## config.mk

```make
export PLATFORM = sky130hd
export DESIGN_NAME = inj_ctx_queue
export DESIGN_NICKNAME = d
export VERILOG_FILES = /design/src/rtl/inj_ctx_pkg.sv /design/src/rtl/ctx_fifo2.sv /design/src/rtl/trig_gate.sv /design/src/rtl/inj_ctx_queue.sv
export SDC_FILE = /design/constraint.sdc
export NUM_CORES = 1
export LEC_CHECK = 0
export ABC_AREA = 1
export BUFFER_PORTS_ARGS = -buffer_cell sky130_fd_sc_hd__clkbuf_2
export CAP_MARGIN = 5
export CELL_PAD_IN_SITES_DETAIL_PLACEMENT = 2
export CELL_PAD_IN_SITES_GLOBAL_PLACEMENT = 2
export CORE_MARGIN = 5
export CORE_UTILIZATION = 34
export CTS_BUF_LIST = sky130_fd_sc_hd__clkbuf_4 sky130_fd_sc_hd__clkbuf_8
export CTS_CLUSTER_SIZE = 24
export DETAILED_ROUTE_END_ITERATION = 10
export PLACE_DENSITY = 0.88
export SYNTH_ARGS = -nofsm -noshare
export SYNTH_HDL_FRONTEND = slang
export SYNTH_HIERARCHICAL = 1
export SYNTH_SLANG_ARGS = --single-unit
export TNS_END_PERCENT = 10
```

## constraint.sdc

```tcl
create_clock -name clk -period 2.98 [get_ports clk]
set_clock_uncertainty 0.15 [all_clocks]
set_input_delay 0.298 -clock clk [delete_from_list [all_inputs] [get_ports clk]]
set_output_delay 0.298 -clock clk [all_outputs]
set_load 0.01 [all_outputs]
```

## src/rtl/inj_ctx_pkg.sv

```systemverilog
package inj_ctx_pkg;

  localparam logic [1:0] EDGE_RISE = 2'd0;
  localparam logic [1:0] EDGE_FALL = 2'd1;

  // Trigger-edge decision: rising, falling, or both edges of the selected line.
  function automatic logic edge_hit(input logic [1:0] sel, input logic now, input logic prev);
    logic rise, fall;
    rise = now & ~prev;
    fall = ~now & prev;
    case (sel)
      EDGE_RISE: edge_hit = rise;
      EDGE_FALL: edge_hit = fall;
      default:   edge_hit = rise | fall;
    endcase
  endfunction

endpackage

```

## src/rtl/ctx_fifo2.sv

```systemverilog
module ctx_fifo2 #(
  parameter int CTX_W = 26
) (
  input  logic             clk,
  input  logic             rst_n,
  input  logic             static_mode,
  input  logic             keep_last,
  input  logic             flush,
  input  logic             wr_en,
  input  logic [CTX_W-1:0] wr_data,
  input  logic             pop_req,
  output logic [CTX_W-1:0] head,
  output logic [1:0]       count,
  output logic             ovf_evt
);

  logic [CTX_W-1:0] slot1;
  logic             full, pop_ok, push_ok;

  assign full    = (count == 2'd2);
  assign pop_ok  = !static_mode && !flush && pop_req && (count != 2'd0)
                   && !((count == 2'd1) && keep_last);
  assign push_ok = wr_en && !flush && (static_mode || !full || pop_ok);
  assign ovf_evt = wr_en && !flush && !static_mode && full && !pop_ok;

  always_ff @(posedge clk or negedge rst_n) begin
    if (!rst_n) begin
      head  <= '0;
      slot1 <= '0;
      count <= 2'd0;
    end else if (flush) begin
      head  <= '0;
      slot1 <= '0;
      count <= 2'd0;
    end else if (static_mode) begin
      if (wr_en) head <= wr_data;
    end else begin
      case ({push_ok, pop_ok})
        2'b10: begin
          if (count == 2'd0) head <= wr_data;
          else               slot1 <= wr_data;
          count <= count + 2'd1;
        end
        2'b01: begin
          head  <= slot1;
          slot1 <= '0;
          count <= count - 2'd1;
        end
        2'b11: begin
          if (count == 2'd1) head <= wr_data;
          else begin
            head  <= slot1;
            slot1 <= wr_data;
          end
        end
        default: ;
      endcase
    end
  end

  AST_DEPTH_MAX: assert property (@(posedge clk) disable iff (!rst_n)
    count != 2'd3);

  AST_KEEP_LAST: assert property (@(posedge clk) disable iff (!rst_n)
    (!static_mode && keep_last && count == 2'd1 && pop_req && !wr_en && !flush)
      |=> (count == 2'd1 && $stable(head)));

endmodule

```

## src/rtl/trig_gate.sv

```systemverilog
module trig_gate
  import inj_ctx_pkg::*;
#(
  parameter int SRC_W = 2,
  localparam int N_EXT = (1 << SRC_W) - 1
) (
  input  logic             clk,
  input  logic             rst_n,
  input  logic [N_EXT-1:0] ext_trig,
  input  logic             sw_start,
  input  logic             queue_mode,
  input  logic             ctx_live,
  input  logic [SRC_W-1:0] src_sel,
  input  logic [1:0]       edge_sel,
  output logic             fire
);

  logic [N_EXT-1:0] ext_q;
  logic             line_now, line_prev;

  always_ff @(posedge clk or negedge rst_n) begin
    if (!rst_n) ext_q <= '0;
    else        ext_q <= ext_trig;
  end

  always_comb begin
    line_now  = 1'b0;
    line_prev = 1'b0;
    for (int k = 0; k < N_EXT; k++) begin
      if (src_sel == SRC_W'(k + 1)) begin
        line_now  = ext_trig[k];
        line_prev = ext_q[k];
      end
    end
  end

  assign fire = ctx_live && ((src_sel == '0) ? (sw_start && !queue_mode)
                                             : edge_hit(edge_sel, line_now, line_prev));

  AST_QUEUE_NO_SWSTART: assert property (@(posedge clk) disable iff (!rst_n)
    (queue_mode && src_sel == '0) |-> !fire);

endmodule

```

## src/rtl/inj_ctx_queue.sv

```systemverilog
module inj_ctx_queue #(
  parameter int   RANKS    = 4,
  parameter int   CH_W     = 5,
  parameter int   SRC_W    = 2,
  parameter logic QDIS_RST = 1'b1,
  localparam int  LEN_W    = $clog2(RANKS),
  localparam int  EDGE_LSB = LEN_W,
  localparam int  SRC_LSB  = LEN_W + 2,
  localparam int  CTX_W    = LEN_W + 2 + SRC_W + RANKS * CH_W,
  localparam int  N_EXT    = (1 << SRC_W) - 1
) (
  input  logic             clk,
  input  logic             rst_n,
  input  logic             qdis,
  input  logic             keep_last,
  input  logic             wr_en,
  input  logic [CTX_W-1:0] wr_data,
  input  logic             ovf_clr,
  input  logic             seq_done,
  input  logic             sw_start,
  input  logic [N_EXT-1:0] ext_trig,
  output logic [CTX_W-1:0] ctx_word,
  output logic             ctx_valid,
  output logic             trig_fire,
  output logic             ovf_flag
);

  logic       qdis_q, flush_evt, ovf_evt;
  logic [1:0] depth;

  always_ff @(posedge clk or negedge rst_n) begin
    if (!rst_n) qdis_q <= QDIS_RST;
    else        qdis_q <= qdis;
  end
  assign flush_evt = qdis ^ qdis_q;

  ctx_fifo2 #(.CTX_W(CTX_W)) u_fifo (
    .clk(clk), .rst_n(rst_n), .static_mode(qdis), .keep_last(keep_last),
    .flush(flush_evt), .wr_en(wr_en), .wr_data(wr_data), .pop_req(seq_done),
    .head(ctx_word), .count(depth), .ovf_evt(ovf_evt)
  );

  assign ctx_valid = qdis || (depth != 2'd0);

  always_ff @(posedge clk or negedge rst_n) begin
    if (!rst_n)       ovf_flag <= 1'b0;
    else if (ovf_evt) ovf_flag <= 1'b1;
    else if (ovf_clr) ovf_flag <= 1'b0;
  end

  trig_gate #(.SRC_W(SRC_W)) u_gate (
    .clk(clk), .rst_n(rst_n), .ext_trig(ext_trig), .sw_start(sw_start),
    .queue_mode(!qdis), .ctx_live(ctx_valid),
    .src_sel(ctx_word[SRC_LSB +: SRC_W]), .edge_sel(ctx_word[EDGE_LSB +: 2]),
    .fire(trig_fire)
  );

  AST_OVF_STICKY: assert property (@(posedge clk) disable iff (!rst_n)
    (ovf_flag && !ovf_clr) |=> ovf_flag);

  AST_FLUSH_EMPTY: assert property (@(posedge clk) disable iff (!rst_n)
    flush_evt |=> (depth == 2'd0 && ctx_word == '0));

  AST_STATIC_NO_OVF: assert property (@(posedge clk) disable iff (!rst_n)
    qdis |-> !ovf_evt);

  AST_EMPTY_SILENT: assert property (@(posedge clk) disable iff (!rst_n)
    !ctx_valid |-> !trig_fire);

endmodule

```

==> reports/metrics.yaml <==
status: "finished clean"
core-area_um2: 10300
hold_viol: 0
final_cells: 727
clk_path_buf_depth: 2
io_pins: 66
areaGrowthSynthToFinish_pct: 19.3
synth_top_area_cell: "dfrtp_1"
finalNetCount: 628
yosysSeqAreaShare_pct: 41.4
core.rowCount: 37
synthDistinctLibCells: 28
grt_util_all_layers_pct: 20.2
clock-sinks: 59
drc: 0
setup.worst_path.end_class: "register"
fp.dieH_um: 112
fmax_mhz: 381
grt_first_pass_wirelength_um: 20400
cp_cell_sequence: "inv_1, nand2_1, nand2_1, nor2_8, nand3_4, o211ai_4, nand3_4, nand2_1, nand2_1"
totalWireLength_um: 12300
drive_gt1_share_pct: 20.0
layout_common_cells: "nand2_1, inv_1, clkbuf_2, nor2_1, dfrtp_1"
ant_nets: 0
start_util_pct: 34.7
synth-seq-cells: 59
dpl.hpwl_um: 8370
syn_inst: 518
io_buffers: 65
drt-initial-drc-count: 121
hold_path.class: "in -> reg"
synth.cell_area_um2: 3570
cp.required_ns: 3.05
crit_top_cell: "nand2_1"
die_w_um: 112
utilization_pct: 41.4
firstDrtPassIters: 4
drv_cap: 0
fin_setup_tns_ns: 0
crit_path_max_fanout: 27
critPathKind: "reg -> reg"
maxSlewViolCount: 0
yosys_warnings: 6
irDropWorstVdd_v: 0.000220
cts_tree: "yes"
clk_pin_slew_ns: 0.07
ys_top_cells_by_area: "dfrtp_1, nand2_1, inv_1"
final_common_cell: "nand2_1"
pre_cts_ws_ns: 0.101
setup_ws_ns: 0.352
avgSynthCellArea_um2: 6.89
clock_latency_ns: 0.34
grt_pass1_vias: 3971
gp_congestion: 0.810
grt.overflow.total: 0
setup_viol: 0
leakagePower_nw: 2.51
cts_buffers: 9
slowest_stage: "dfstp_2"
grt_max_degree: 37
antenna_found_initial: 0
nFillCells: 1293
tightestPinTransition_ns: 0.999
h-tree-depth: 3
timing.final.crit_period_ns: 2.63
rsz0062_at_grt: "false"
vias_per_cell: 4.85
dr_total_vias: 3525
fin_crit_sh_pct: 88.2
powerDensity_nw_per_um2: 654
start_kind: "register"
syn_nets: 560
slowest_delay_ns: 0.54
wire_per_inst_um: 16.9
die_area_um2: 12700
total_power_w: 0.00279
diodes: 0
cts_setup_buffers: 0
dp_cells: 705
timing.slew.headroom_pct: 33.4
synth_top_area_share_pct: 40.6
arrival_ns: 2.70
ctsRootBufferMaster: "clkbuf_8"
power by group:
part / total, W / switching (W) / internal [W]
combinational: 0.000891 / 0.000600 / 0.000290
clock: 0.000810 / 0.000326 / 0.000484
sequential: 0.00109 / 0.000121 / 0.000965
registers in the layout (all words and copies together), names as in the netlist:
name	count
u_fifo/head	26
u_fifo/slot1	26
u_gate/ext_q	3
u_fifo/count	2
ovf_flag	1
qdis_q	1
through the flow:
step                      hold slack, ns  cell area [µm²]
final                             0.0516             4260
after detailed placement           0.277             3980
after global placement             0.278             3980
after CTS                         0.0407             4250
after global routing              0.0666             4260
after floorplan                   -0.148             3570
synth_stat cells, drive strengths merged:
master	n
inv	79
nand4	28
nand3	11
o211ai	1
o21ai	1
nand2	235
nor2	69
dfstp	1
nor3	2
or2	1
buf	22
ha	5
a21oi	4
dfrtp	58
clkbuf	1
metal layers:
metal | vias up | track usage (%) | wire length (µm) | share of wire, %
li1 | 1681 | - | - | -
met2 | 69 | 37.1 | 6510 | 53
met3 | 11 | 3.99 | 439 | 3.6
met5 | - | 0 | 0 | 0
met4 | 0 | 4.41 | 136 | 1.1
met1 | 1764 | 24.2 | 5210 | 42
final timing paths:
kind	from	endpoint	slack, ns	cells past startpoint
min in group asynchronous	rst_n	u_fifo/count[0]$_DFFE_PN0P_	0.50	2
hold reg to reg	u_fifo/head[8]$_DFFE_PN0P_	u_fifo/head[8]$_DFFE_PN0P_	0.33	2
hold / removal	ovf_clr	ovf_flag$_DFFE_PN0P_	0.05	4
setup / recovery	qdis_q$_DFF_PN1_	u_fifo/slot1[6]$_DFFE_PN0P_	0.35	9
max in group asynchronous	rst_n	u_fifo/slot1[4]$_DFFE_PN0P_	1.33	3
setup reg to reg	qdis_q$_DFF_PN1_	u_fifo/slot1[6]$_DFFE_PN0P_	0.35	9
cells by family (layout without fill, tap and decap cells):
| family | after synthesis | count (layout) | synth area share (%) |
|---|---|---|---|
| AOI/OAI and AO/OA | 6 | 7 | 1.93 |
| DFF | 59 | 59 | 41.4 |
| and+or+nand+nor | 346 | 346 | 41.9 |
| adders and majority gates | 5 | 5 | 1.75 |
| buffers and inverters | 102 | 174 | 13.0 |
layout make-up:
type / instances / area (µm²) / share of cell area, %
clock buffer: 15 / 188 / 4.41
tap: 136 / 170 / 4.00
sequential: 59 / 1480 / 34.7
inverter: 79 / 299 / 7.02
multi-input combinational: 358 / 1640 / 38.5
clock inverter: 1 / 30.0 / 0.705
timing repair buffer: 79 / 455 / 10.7
worst max-delay path, delay by kind of cell (launching register included):
| kind | cells | cell delay [ns] |
|---|---|---|
| simple gates | 7 | 1.37 |
| flops | 1 | 0.54 |
| compound gates | 1 | 0.39 |
| buf+inv | 1 | 0.05 |
repair_timing:
item,4_1_cts,5_1_grt
hold buffers,5,0
endpoints found under the setup margin,0,25
gates resized for setup,0,0
endpoints found under the hold margin,37,0
(Power assumes the default switching activity.)
